`src/rtl/tec_pkg.sv`:
```
package tec_pkg;
  localparam int DATA_W    = 32;
  // event bit positions (also used by the enable register)
  localparam int EV_PULSE3 = 5;
  localparam int EV_PULSE2 = 6;
  localparam int EV_PULSE1 = 7;
  localparam int EV_ALARM1 = 16;
  localparam int EV_ALARM2 = 17;
  localparam int EV_TRIG_BASE = 24;
  // control bit of trigger 1 edge select; trigger 2 is the next bit
  localparam int POL_BASE  = 8;
  localparam logic [DATA_W-1:0] EV_VALID = 32'h0303_00E0;
  // word addresses
  localparam int A_CTRL  = 0;
  localparam int A_EVENT = 1;
  localparam int A_MASK  = 2;
  localparam int A_SNAP  = 3;  // trigger i upper at A_SNAP+2i, lower at A_SNAP+2i+1
  localparam int A_LAST  = 6;
endpackage

```
`src/rtl/tec_trig_edge.sv`:
```
module tec_trig_edge #(
  parameter int STAGES = 2
) (
  input  logic clk,
  input  logic rst,
  input  logic pin,
  input  logic fall_sel,
  output logic hit_o
);
  // sh[STAGES-1] is the synchronized level, sh[STAGES] its previous value
  logic [STAGES:0] sh;
  logic            cur;
  logic            prev;

  always_ff @(posedge clk) begin
    if (rst) sh <= '0;
    else     sh <= {sh[STAGES-1:0], pin};
  end

  assign cur   = sh[STAGES-1];
  assign prev  = sh[STAGES];
  assign hit_o = fall_sel ? (prev & ~cur) : (cur & ~prev);

  // with a steady edge select, two detections cannot follow back to back
  p_edge_spacing_r2: assert property (@(posedge clk) disable iff (rst)
    hit_o |=> !(hit_o && $stable(fall_sel)));
endmodule

```
`src/rtl/tec_capture.sv`:
```
module tec_capture #(
  parameter int TIME_W = 64
) (
  input  logic              clk,
  input  logic              rst,
  input  logic              take,
  input  logic [TIME_W-1:0] time_i,
  output logic [TIME_W-1:0] snap_o
);
  always_ff @(posedge clk) begin
    if (rst)       snap_o <= '0;
    else if (take) snap_o <= time_i;
  end

  // every detection reloads the snapshot, even if the flag is set
  p_snap_loads_r3: assert property (@(posedge clk) disable iff (rst)
    take |=> snap_o == $past(time_i));
  // without a detection the snapshot holds
  p_snap_holds_r8: assert property (@(posedge clk) disable iff (rst)
    !take |=> $stable(snap_o));
endmodule

```
`src/rtl/tec_event_bank.sv`:
```
module tec_event_bank #(
  parameter int                DW    = 32,
  parameter logic [DW-1:0]     VALID = '1
) (
  input  logic          clk,
  input  logic          rst,
  input  logic [DW-1:0] set_i,
  input  logic [DW-1:0] clr_i,
  input  logic          mask_wr,
  input  logic [DW-1:0] mask_wdata,
  output logic [DW-1:0] evt_o,
  output logic [DW-1:0] mask_o,
  output logic          irq_o
);
  logic [DW-1:0] evt_d;

  // acknowledge first, then set: a set on the same edge wins
  assign evt_d = ((evt_o & ~clr_i) | set_i) & VALID;

  always_ff @(posedge clk) begin
    if (rst) begin
      evt_o  <= '0;
      mask_o <= '0;
      irq_o  <= 1'b0;
    end else begin
      evt_o <= evt_d;
      if (mask_wr) mask_o <= mask_wdata & VALID;
      irq_o <= |(evt_o & mask_o);
    end
  end

  // set beats a same-cycle acknowledge
  p_set_wins_r5: assert property (@(posedge clk) disable iff (rst)
    ((set_i & VALID) != '0) |=> ((evt_o & $past(set_i & VALID)) == $past(set_i & VALID)));
  // an acknowledged flag with no set is gone next cycle
  p_ack_clears_r5: assert property (@(posedge clk) disable iff (rst)
    1'b1 |=> ((evt_o & $past(clr_i & ~set_i)) == '0));
  // no flag rises without a source
  p_no_phantom_r4: assert property (@(posedge clk) disable iff (rst)
    1'b1 |=> ((evt_o & ~$past(evt_o) & ~$past(set_i)) == '0));
  // interrupt needs a flag one cycle earlier
  p_irq_source_r7: assert property (@(posedge clk) disable iff (rst)
    irq_o |-> ($past(evt_o) != '0));
  // all enables off silences the line
  p_irq_quiet_r7: assert property (@(posedge clk) disable iff (rst)
    ($past(mask_o) == '0) |-> !irq_o);
endmodule

```
`src/rtl/tstamp_event_unit.sv`:
```
module tstamp_event_unit
  import tec_pkg::*;
#(
  parameter int TIME_W    = 64,
  parameter int ADDR_W    = 4,
  parameter int NUM_TRIG  = 2,
  parameter int SYNC_STG  = 2
) (
  input  logic                clk,
  input  logic                rst,
  input  logic [TIME_W-1:0]   time_ns,
  input  logic [NUM_TRIG-1:0] trig_pin,
  input  logic [1:0]          alarm_hit,
  input  logic [2:0]          pulse_hit,
  input  logic                bus_wr,
  input  logic [ADDR_W-1:0]   bus_addr,
  input  logic [DATA_W-1:0]   bus_wdata,
  output logic [DATA_W-1:0]   bus_rdata,
  output logic                irq
);
  localparam int HI_W = TIME_W - DATA_W;

  logic [NUM_TRIG-1:0] pol_q;
  logic [NUM_TRIG-1:0] hit;
  logic [TIME_W-1:0]   snap [NUM_TRIG];
  logic [DATA_W-1:0]   set_v;
  logic [DATA_W-1:0]   clr_v;
  logic [DATA_W-1:0]   evt;
  logic [DATA_W-1:0]   msk;
  logic [DATA_W-1:0]   ctrl_rd;
  logic                wr_ctrl;
  logic                wr_evt;
  logic                wr_mask;
  logic [DATA_W-1:0]   rd_d;

  assign wr_ctrl = bus_wr && (int'(bus_addr) == A_CTRL);
  assign wr_evt  = bus_wr && (int'(bus_addr) == A_EVENT);
  assign wr_mask = bus_wr && (int'(bus_addr) == A_MASK);

  // edge-select bits are the only stored control state
  always_ff @(posedge clk) begin
    if (rst)          pol_q <= '0;
    else if (wr_ctrl) pol_q <= bus_wdata[POL_BASE +: NUM_TRIG];
  end

  always_comb begin
    ctrl_rd = '0;
    ctrl_rd[POL_BASE +: NUM_TRIG] = pol_q;
  end

  // per-trigger synchronizer, edge detect and snapshot
  for (genvar i = 0; i < NUM_TRIG; i++) begin : g_trig
    tec_trig_edge #(.STAGES(SYNC_STG)) u_edge (
      .clk      (clk),
      .rst      (rst),
      .pin      (trig_pin[i]),
      .fall_sel (pol_q[i]),
      .hit_o    (hit[i])
    );
    tec_capture #(.TIME_W(TIME_W)) u_cap (
      .clk    (clk),
      .rst    (rst),
      .take   (hit[i]),
      .time_i (time_ns),
      .snap_o (snap[i])
    );
  end

  always_comb begin
    set_v = '0;
    set_v[EV_TRIG_BASE +: NUM_TRIG] = hit;
    set_v[EV_ALARM1] = alarm_hit[0];
    set_v[EV_ALARM2] = alarm_hit[1];
    set_v[EV_PULSE1] = pulse_hit[0];
    set_v[EV_PULSE2] = pulse_hit[1];
    set_v[EV_PULSE3] = pulse_hit[2];
  end

  assign clr_v = wr_evt ? bus_wdata : '0;

  tec_event_bank #(.DW(DATA_W), .VALID(EV_VALID)) u_bank (
    .clk        (clk),
    .rst        (rst),
    .set_i      (set_v),
    .clr_i      (clr_v),
    .mask_wr    (wr_mask),
    .mask_wdata (bus_wdata),
    .evt_o      (evt),
    .mask_o     (msk),
    .irq_o      (irq)
  );

  // registered read mux
  always_comb begin
    rd_d = '0;
    case (int'(bus_addr))
      A_CTRL:  rd_d = ctrl_rd;
      A_EVENT: rd_d = evt;
      A_MASK:  rd_d = msk;
      default: begin
        for (int i = 0; i < NUM_TRIG; i++) begin
          if (int'(bus_addr) == A_SNAP + 2*i)
            rd_d = DATA_W'(snap[i][TIME_W-1 -: HI_W]);
          if (int'(bus_addr) == A_SNAP + 2*i + 1)
            rd_d = snap[i][DATA_W-1:0];
        end
      end
    endcase
  end

  always_ff @(posedge clk) begin
    if (rst) bus_rdata <= '0;
    else     bus_rdata <= rd_d;
  end

  // unmapped addresses read zero
  p_unmapped_zero_r9: assert property (@(posedge clk) disable iff (rst)
    (int'($past(bus_addr)) > A_SNAP + 2*NUM_TRIG - 1) |-> (bus_rdata == '0));
  // stored control holds only the edge-select field
  p_ctrl_field_r2: assert property (@(posedge clk) disable iff (rst)
    (int'($past(bus_addr)) == A_CTRL) |-> ((bus_rdata & ~(32'h3 << POL_BASE)) == '0));
endmodule

```
`config.mk`:
```
export PLATFORM = sky130hd
export DESIGN_NAME = tstamp_event_unit
export DESIGN_NICKNAME = d
export VERILOG_FILES = /design/src/rtl/tec_pkg.sv /design/src/rtl/tec_trig_edge.sv /design/src/rtl/tec_capture.sv /design/src/rtl/tec_event_bank.sv /design/src/rtl/tstamp_event_unit.sv
export SDC_FILE = /design/constraint.sdc
export NUM_CORES = 1
export LEC_CHECK = 0
export BUFFER_PORTS_ARGS = -buffer_cell sky130_fd_sc_hd__buf_2
export CELL_PAD_IN_SITES_DETAIL_PLACEMENT = 0
export CELL_PAD_IN_SITES_GLOBAL_PLACEMENT = 1
export CORE_UTILIZATION = 30
export DETAILED_ROUTE_END_ITERATION = 10
export PLACE_DENSITY_LB_ADDON = 0.12
export SLEW_MARGIN = 20
export SYNTH_ARGS = -nofsm -noshare
export SYNTH_HDL_FRONTEND = slang
export SYNTH_SLANG_ARGS = --single-unit
```
`constraint.sdc`:
```
create_clock -name clk -period 1.43 [get_ports clk]
set_clock_uncertainty 0.05 [all_clocks]
set_input_delay 0.143 -clock clk [delete_from_list [all_inputs] [get_ports clk]]
set_output_delay 0.143 -clock clk [all_outputs]
set_load 0.05 [all_outputs]
```
==> flow_summary.json, run 1 <==
{
  "synth_ff_type": "dfxtp_1",
  "maxSlewViolCount": 0,
  "synth.mux.area_fraction": 0.0279,
  "fin_cells": 1472,
  "initial_core_util": 0.310,
  "cts_tree": "yes",
  "period_share": 0.995,
  "p_leak_uw": 0.00431,
  "setup_violations": 0,
  "cts.path.max_buffers": 2,
  "ios": 143,
  "critPathArrivalTime_ns": 1.72,
  "syn_area_um2": 7890,
  "critPathKind": "register to register",
  "totalWireLength_um": 30300,
  "synth-seq-area-share": 0.464,
  "fp.dieArea_um2": 27000,
  "power_switching_uw": 3050,
  "synth-xor-area-share": 0,
  "vdd.ir_drop.worst_mv": 0.789,
  "gp_congestion": 0.762,
  "post-route-util": 0.446,
  "synth-edff-count": 0,
  "grt_max_degree": 77,
  "synth.distinct_cells": 46,
  "ys_async_sr_fraction": 0,
  "grt_pass1_wl_um": 42800,
  "combinationalPowerShare": 0.120,
  "routedWlPerCell_um": 20.6,
  "worst_slew_pin_slew_ns": 0.469,
  "clock.fmax_mhz": 703,
  "sequentialPowerShare": 0.461,
  "grt_overflow_total": 0,
  "filler_cell_count": 2563,
  "ant_nets": 0,
  "wl_met3_um": 1250,
  "max_cap_violations": 0,
  "wl_met1_um": 14100,
  "yosys.area_share.adder": 0,
  "place_inst": 1329,
  "drive_gt1_frac": 0.270,
  "cellPowerDensity_nw_per_um2": 1020,
  "cts-root-buf": "clkbuf_16",
  "fin_area_um2": 11400,
  "synth-simple-area-share": 0.152,
  "post_dp_cell_area_um2": 9300,
  "clk_pin_slew_worst_paths_ns": 0.07,
  "tns_ns": 0,
  "cts_buffers": 17,
  "via_count": 7758,
  "route.detailed.drc": 0,
  "yosys_warnings": 0,
  "die_w_um": 164,
  "total_power_uw": 11600,
  "dp_hpwl_um": 17600,
  "port_buffers": 119,
  "routed.top_layer": "met4",
  "max-slew-margin-rel": 0.687,
  "dieHeight_um": 164,
  "finalNetCount": 1238,
  "htreeDepth": 4,
  "hold_viol": 0,
  "synth_top_family_by_area": "compound AO/OA/AOI/OAI gates",
  "antenna_found_initial": 1,
  "grt.total_usage": 0.209,
  "cp-start-kind": "register",
  "syn_avg_cell_area_um2": 8.86,
  "rsz0062_at_grt": "true",
  "synth_fp_nets": 1001,
  "drt_iter0_drc": 474,
  "status": "finished clean",
  "clk_latency_ns": 0.44,
  "first_pass_iters": 5,
  "synth_compound_area_frac": 0.275,
  "switching_share": 0.263,
  "timing.final.crit_period_ns": 1.42,
  "path_max_fanout": 8,
  "met2_length_um": 14800,
  "worstSetupEndpointType": "register",
  "layout_common_cells": "dfxtp_1 (176), a21oi_1 (142), nand3_1 (127)",
  "syn_to_final_growth_pct": 44.0,
  "crit_required_ns": 1.73,
  "clkPwrFrac": 0.418,
  "rows": 58,
  "intPower_uw": 8540,
  "final_common_cell": "dfxtp_1",
  "synth-seq-cells": 183,
  "synth_cells": 891,
  "cts.sinks": 183,
  "via_per_inst": 5.27,
  "grt_pass1_vias": 7367,
  "core_region_area_um2": 25500,
  "min-delay-path-class": "primary input to register"
}
power groups by stage:
| stage | registers (uW) | clock network, uW | logic, uW |
|---|---|---|---|
| after detailed placement | 5460 | 0 | 1140 |
| final | 5340 | 4850 | 1400 |
| after CTS | 5340 | 4970 | 1310 |
| after floorplan | 5490 | 0 | 570 |
| after global routing | 5360 | 5180 | 1510 |
| after global placement | 5460 | 0 | 1130 |
routing by layer:
layer	vias to the layer above	GRT usage
met2	203	0.348
li1	3760	-
met4	0	0.0476
met1	3776	0.283
met3	19	0.0298
met5	-	0
path summary, 6_finish.rpt:
| check | start | endpoint | slack (ns) | cells past startpoint |
|---|---|---|---|---|
| setup / recovery | pol_q[1]$_SDFFE_PP0P_ | u_bank.evt_o[25]$_SDFF_PP0_ | 0.007 | 6 |
| setup reg to reg | pol_q[1]$_SDFFE_PP0P_ | u_bank.evt_o[25]$_SDFF_PP0_ | 0.007 | 6 |
| hold reg to reg | g_trig[1].u_edge.sh[0]$_SDFF_PP0_ | g_trig[1].u_edge.sh[1]$_SDFF_PP0_ | 0.41 | 1 |
| hold / removal | rst | g_trig[0].u_cap.snap_o[16]$_SDFFE_PP0P_ | 0.11 | 3 |
final cells by class:
cell class | count | area (um^2) | area share
antenna | 1 | 2.50 | 0.000220
clock buffer | 17 | 425 | 0.0374
clock inverter | 15 | 166 | 0.0146
inverter | 7 | 26.3 | 0.00231
multi-input combinational | 603 | 3690 | 0.324
sequential | 183 | 3670 | 0.323
tap | 330 | 413 | 0.0363
timing repair buffer | 316 | 2980 | 0.262
flip-flops by register name, summed over array words and instances, names as in the netlist:
signal and flops:
u_bank.mask_o 7, bus_rdata 32, g_trig.u_edge.sh 6, u_bank.evt_o 7, pol_q 2, u_bank.irq_o 1
g_trig.u_cap.snap_o 128
Yosys cell counts, drive strengths merged (7+ instances only):
master,count,area (um^2)
o22ai,7,43.8
mux2i,22,220
nor2b,18,113
nor2,18,70.1
a22o,21,184
buf,72,503
nand3,137,736
a21oi,145,729
clkbuf,26,104
o21a,7,52.6
dfxtp,183,3660
a311oi,7,61.3
o21ai,142,711
o2bb2ai,22,193
through the flow:
| stage | worst slack, ns | hold WS, ns |
|---|---|---|
| floorplan | 0.111 | 0.202 |
| global placement | -0.0503 | 0.307 |
| detailed placement | -0.0684 | 0.305 |
| CTS | -0.0268 | 0.107 |
| global route | -0.0257 | 0.127 |
| finish | 0.00672 | 0.112 |
cells by family after synthesis:
group,Yosys count
DFF,183
buffers and inverters,105
and+or+nand+nor,207
AOI/OAI and AO/OA,374
muxes,22
repair_timing:
item / CTS / global route
setup endpoints to repair: 62 / 121
hold endpoints to repair: 148 / 0
gates cloned: 0 / 15
hold buffers: 81 / 0
pin swaps: 0 / 32
gates resized for setup: 4 / 60
setup buffers: 1 / 15
worst max-delay path, stage by stage (launching register included):
cell and delay, ns:
dfxtp_2 0.33, buf_6 0.12, nor3b_4 0.25, buf_12 0.22, buf_12 0.12, nor2_4 0.03
a311oi_2 0.22
Power figures use the tool's default switching activity.
==> run 2, diff against run 1 <==
--- a/config.mk
+++ b/config.mk
@@ -8,8 +8,10 @@
 export BUFFER_PORTS_ARGS = -buffer_cell sky130_fd_sc_hd__buf_2
 export CELL_PAD_IN_SITES_DETAIL_PLACEMENT = 0
 export CELL_PAD_IN_SITES_GLOBAL_PLACEMENT = 1
+export CORE_MARGIN = 2
 export CORE_UTILIZATION = 30
 export DETAILED_ROUTE_END_ITERATION = 10
+export MAX_ROUTING_LAYER = met4
 export PLACE_DENSITY_LB_ADDON = 0.12
 export SLEW_MARGIN = 20
 export SYNTH_ARGS = -nofsm -noshare
==> flow_summary.json, run 2 (same netlist as run 1, synthesis figures left out) <==
{
  "status": "finished, violations left",
  "clkPwrFrac": 0.409,
  "worstReg2RegEnd": "g_trig[0].u_cap.snap_o[63]$_SDFFE_PP0P_",
  "fp.dieArea_um2": 27600,
  "intPower_uw": 8440,
  "hold_viol": 0,
  "initial_core_util": 0.305,
  "clk_latency_ns": 0.43,
  "timing.final.crit_period_ns": 1.47,
  "dieHeight_um": 166,
  "worstSetupEndpointType": "register",
  "cts-root-buf": "clkbuf_16",
  "grt_overflow_total": 0,
  "crit_required_ns": 1.66,
  "cts.path.max_buffers": 2,
  "final_common_cell": "dfxtp_1",
  "largestRegisters": "g_trig.u_cap.snap_o x128, bus_rdata x32",
  "dp_hpwl_um": 16800,
  "totalWireLength_um": 29600,
  "finalNetCount": 1213,
  "hp-start": "bus_addr[0]",
  "rr_worst_depth": 5,
  "drive_gt1_frac": 0.282,
  "power_switching_uw": 3010,
  "largest_reg_flops": 128,
  "max-slew-margin-rel": 0.471,
  "max_cap_violations": 0,
  "rsz0062_at_grt": "true",
  "sequentialPowerShare": 0.467,
  "grt_pass1_vias": 7454,
  "regMostFlops": "g_trig.u_cap.snap_o",
  "clk_pin_slew_worst_paths_ns": 0.07,
  "cellPowerDensity_nw_per_um2": 1020,
  "dpl_worst_slack_ns": -0.0778,
  "syn_to_final_growth_pct": 42.1,
  "num_antenna_cells": 0,
  "maxSlewViolCount": 0,
  "clock.fmax_mhz": 679,
  "grt_pass1_wl_um": 44100,
  "rows": 59,
  "ios": 143,
  "htreeDepth": 4,
  "post-route-util": 0.433,
  "whs_path_depth": 2,
  "place_inst": 1322,
  "fin_hold_ws_ns": 0.116,
  "period_share": 1.03,
  "fin_cells": 1451,
  "layout_common_cells": "dfxtp_1 (179), a21oi_1 (142), buf_2 (118)",
  "routedWlPerCell_um": 20.4,
  "via_count": 7607,
  "worstReg2RegStart": "pol_q[0]$_SDFFE_PP0P_",
  "critPathArrivalTime_ns": 1.70,
  "critPathKind": "register to register",
  "switching_share": 0.263,
  "cts.sinks": 183,
  "first_pass_iters": 6,
  "route.detailed.drc": 0,
  "antenna_found_initial": 0,
  "die_w_um": 166,
  "gp_congestion": 0.783,
  "cts_tree": "yes",
  "combinationalPowerShare": 0.124,
  "port_buffers": 119,
  "via_per_inst": 5.24,
  "violations": "setup timing",
  "r2r_setup_slack_ns": -0.04,
  "cts_buffers": 17,
  "grt.total_usage": 0.209,
  "total_power_uw": 11500,
  "min-delay-path-class": "primary input to register",
  "drt_iter0_drc": 478,
  "cp-start-kind": "register",
  "grt_max_degree": 150,
  "layout_setup_ws_ns": -0.0423,
  "ant_nets": 0,
  "path_max_fanout": 10,
  "hold_end": "bus_rdata[6]$_SDFF_PP0_",
  "p_leak_uw": 0.00419,
  "vdd.ir_drop.worst_mv": 0.577,
  "core_region_area_um2": 25900,
  "setup_violations": 52,
  "worst_slew_pin_slew_ns": 0.793
}
-- run 2: cell types whose count changed in the layout (fill, tap and decap cells not counted), moves of 3 or more --
cell	delta
buf_4	-17
buf_16	+4
clkbuf_16	-8
nand3_2	+15
buf_6	-3
o21ai_2	+22
dfxtp_1	+3
nand3_1	-15
o21ai_0	-9
o21ai_1	-13
dfxtp_2	-3
-- run 2: power groups by stage --
stage | combinational [uW] | sequential [uW] | clock, uW
floorplan | 570 | 5490 | 0
global placement | 1090 | 5460 | 0
detailed placement | 1100 | 5460 | 0
CTS | 1350 | 5340 | 4800
global route | 1530 | 5360 | 5010
finish | 1430 | 5340 | 4680
-- run 2: per-layer routing --
metal,GRT usage,wire length [um],part of all wire,vias to the layer above
met3,0.0324,1080,0.037,24
met4,0.0495,408,0.014,0
met1,0.277,13900,0.47,3683
li1,-,-,-,3707
met2,0.336,14200,0.48,193
met5,-,0,0,-
-- run 2: layout make-up --
class / instances / area, um^2
Inverter: 7 / 26.3
Sequential cell: 183 / 3670
Tap cell: 335 / 419
Fill cell: 2627 / 14700
Timing Repair Buffer: 291 / 2700
Clock inverter: 13 / 120
Multi-Input combinational cell: 603 / 3820
Clock buffer: 19 / 453
-- run 2: critical path, stage by stage (launching register included) --
cell	delay [ns]
dfxtp_2	0.33
buf_6	0.11
or3b_4	0.45
clkbuf_16	0.22
nand3_1	0.09
a21oi_1	0.07
-- run 2: timing repair --
| item | 4_1_cts | 5_1_grt |
|---|---|---|
| resized for setup | 23 | 81 |
| endpoints found under the hold margin | 146 | 0 |
| setup endpoints to repair | 129 | 101 |
| hold buffers | 81 | 0 |
| gates cloned | 4 | 6 |
| buffers inserted | 7 | 2 |
| pin swaps | 16 | 50 |
-- run 2: how the worst max path moves through the flow --
| stage | startpoint | end | slack [ns] | cells past startpoint |
|---|---|---|---|---|
| 2_1_floorplan | pol_q[1]$_SDFFE_PP0P_ | g_trig[1].u_cap.snap_o[33]$_SDFFE_PP0P_ | 0.11 | 5 |
| 3_3_place_gp | pol_q[0]$_SDFFE_PP0P_ | g_trig[0].u_cap.snap_o[10]$_SDFFE_PP0P_ | -0.07 | 6 |
| 3_5_place_dp | pol_q[0]$_SDFFE_PP0P_ | g_trig[0].u_cap.snap_o[10]$_SDFFE_PP0P_ | -0.08 | 6 |
| 4_1_cts | pol_q[0]$_SDFFE_PP0P_ | u_bank.evt_o[24]$_SDFF_PP0_ | 0.00005 | 6 |
| 5_1_grt | pol_q[1]$_SDFFE_PP0P_ | u_bank.evt_o[25]$_SDFF_PP0_ | -0.1 | 6 |
| 6_report | pol_q[0]$_SDFFE_PP0P_ | g_trig[0].u_cap.snap_o[63]$_SDFFE_PP0P_ | -0.04 | 5 |
-- run 2: through the flow --
stage	area [um^2]	TNS (ns)
3_3_place_gp	9230	-3.14
2_1_floorplan	7890	0
4_1_cts	10800	0
3_5_place_dp	9230	-3.27
5_1_grt	11200	-4.92
6_report	11200	-0.734
==> run 3, diff against run 2 <==
--- a/config.mk
+++ b/config.mk
@@ -8,8 +8,9 @@
 export BUFFER_PORTS_ARGS = -buffer_cell sky130_fd_sc_hd__buf_2
 export CELL_PAD_IN_SITES_DETAIL_PLACEMENT = 0
 export CELL_PAD_IN_SITES_GLOBAL_PLACEMENT = 1
+export CORE_ASPECT_RATIO = 1.5
 export CORE_MARGIN = 2
-export CORE_UTILIZATION = 30
+export CORE_UTILIZATION = 42
 export DETAILED_ROUTE_END_ITERATION = 10
 export MAX_ROUTING_LAYER = met4
 export PLACE_DENSITY_LB_ADDON = 0.12
@@ -17,3 +18,4 @@
 export SYNTH_ARGS = -nofsm -noshare
 export SYNTH_HDL_FRONTEND = slang
 export SYNTH_SLANG_ARGS = --single-unit
+export TNS_END_PERCENT = 20
==> flow_summary.json, run 3 (same netlist as run 1, synthesis figures left out) <==
{
  "dp_hpwl_um": 15800,
  "grt.total_usage": 0.258,
  "initial_core_util": 0.427,
  "worstReg2RegStart": "pol_q[1]$_SDFFE_PP0P_",
  "critPathArrivalTime_ns": 1.76,
  "p_leak_uw": 0.00405,
  "drt_iter0_drc": 567,
  "cts_tree": "yes",
  "min-delay-path-class": "primary input to register",
  "route.detailed.drc": 0,
  "ios": 143,
  "fp.dieArea_um2": 19900,
  "max_cap_violations": 0,
  "setup_violations": 18,
  "cts_buffers": 17,
  "final_common_cell": "dfxtp_1",
  "routedWlPerCell_um": 19.9,
  "max-slew-margin-rel": 0.667,
  "timing.final.crit_period_ns": 1.46,
  "critPathKind": "register to register",
  "hp-start": "rst",
  "clock.fmax_mhz": 686,
  "grt_pass1_vias": 7580,
  "regMostFlops": "g_trig.u_cap.snap_o",
  "rsz0062_at_grt": "true",
  "largestRegisters": "g_trig.u_cap.snap_o x128, bus_rdata x32",
  "clkPwrFrac": 0.415,
  "syn_to_final_growth_pct": 35.6,
  "switching_share": 0.245,
  "power_switching_uw": 2800,
  "layout_common_cells": "dfxtp_1 (178), a21oi_1 (142), nand3_1 (127)",
  "first_pass_iters": 5,
  "critPathLaunch": "pol_q[1]$_SDFFE_PP0P_",
  "period_share": 1.02,
  "gp_congestion": 0.858,
  "totalWireLength_um": 26900,
  "hold_viol": 0,
  "grt_max_degree": 105,
  "total_power_uw": 11400,
  "port_buffers": 119,
  "cts.sinks": 183,
  "path_max_fanout": 6,
  "maxSlewViolCount": 0,
  "ant_nets": 0,
  "cts.path.max_buffers": 2,
  "layout_setup_ws_ns": -0.0267,
  "via_count": 7869,
  "cp-start-kind": "register",
  "cts-root-buf": "clkbuf_16",
  "intPower_uw": 8600,
  "grt_pass1_wl_um": 38800,
  "worst_slew_pin_slew_ns": 0.500,
  "tns_ns": -0.191,
  "antenna_found_initial": 0,
  "clk_latency_ns": 0.43,
  "via_per_inst": 5.81,
  "grt_overflow_total": 0,
  "clk_pin_slew_worst_paths_ns": 0.07,
  "crit_required_ns": 1.73,
  "finalNetCount": 1199,
  "status": "finished, violations left",
  "vdd.ir_drop.worst_mv": 0.719,
  "dieHeight_um": 172,
  "combinationalPowerShare": 0.116,
  "drive_gt1_frac": 0.240,
  "sequentialPowerShare": 0.469,
  "cellPowerDensity_nw_per_um2": 1060,
  "htreeDepth": 4,
  "violations": "setup timing",
  "num_antenna_cells": 0,
  "worstSetupEndpointType": "register",
  "die_w_um": 116,
  "core_region_area_um2": 18500,
  "rows": 61,
  "largest_reg_flops": 128,
  "fin_hold_ws_ns": 0.126
}
-- run 3: cell count changes in the layout (fill, tap and decap cells not counted), moves of 2 or more --
cell / before / now
nand3_1: 112 / 127
o21ai_0: 30 / 33
clkbuf_1: 0 / 2
clkbuf_16: 22 / 24
o21ai_1: 82 / 101
nand3_2: 25 / 10
o21ai_2: 28 / 8
o21ai_4: 2 / 0
buf_4: 41 / 38
buf_16: 4 / 0
buf_12: 32 / 23
-- run 3: per-stage QoR --
step,worst slack [ns],instance area [um^2],std cells,util
after floorplan,0.111,7890,891,-
after global placement,-0.0221,8930,1224,0.483
after detailed placement,-0.0598,8930,1224,0.483
after CTS,-0.0207,10300,1336,0.559
after global routing,-0.0826,10700,1354,0.579
final,-0.0267,10700,1354,0.579
-- run 3: path summary, 6_finish.rpt --
kind	to	slack (ns)	cells after the start
worst min-delay path	u_bank.mask_o[24]$_SDFFE_PP0P_	0.13	3
worst min register to register	g_trig[1].u_edge.sh[1]$_SDFF_PP0_	0.41	1
worst max register to register	g_trig[1].u_cap.snap_o[48]$_SDFFE_PP0P_	-0.03	6
worst max-delay path	g_trig[1].u_cap.snap_o[48]$_SDFFE_PP0P_	-0.03	6
-- run 3: power by group through the flow --
stage          logic [uW]  clock network [uW]  registers, uW
5_1_grt              1420                4990           5360
6_report             1320                4730           5350
2_1_floorplan         570                   0           5490
4_1_cts              1210                4790           5340
3_3_place_gp         1010                   0           5450
3_5_place_dp         1030                   0           5460
-- run 3: cell type report --
cell class                      count  area, um^2
Clock buffer                       22         474
Clock inverter                     10         118
Fill cell                        1710        7770
Inverter                            7        26.3
Multi-Input combinational cell    603        3650
Sequential cell                   183        3670
Tap cell                          252         315
Timing Repair Buffer              277        2440
-- run 3: repair_timing --
item                       4_1_cts  5_1_grt
pin swaps                        2       41
cloned                           0       11
hold buffers                    80        0
hold endpoints to repair       146        0
resized for setup                6       49
setup endpoints to repair       64       96
setup buffers                    0        7
-- run 3: critical path, stage by stage, from the launching register on --
cell,delay [ns]
dfxtp_2,0.32
buf_6,0.12
nor3b_4,0.30
buf_6,0.21
clkbuf_16,0.17
o21ai_1,0.06
a21oi_1,0.14
-- run 3: layer usage --
metal / track usage / routed length, um / share of wire / vias up
li1: - / - / - / 3674
met1: 0.305 / 11100 / 0.41 / 3859
met2: 0.446 / 13800 / 0.51 / 283
met3: 0.0382 / 1390 / 0.052 / 53
met4: 0.0885 / 635 / 0.024 / 0
met5: - / 0 / 0 / -
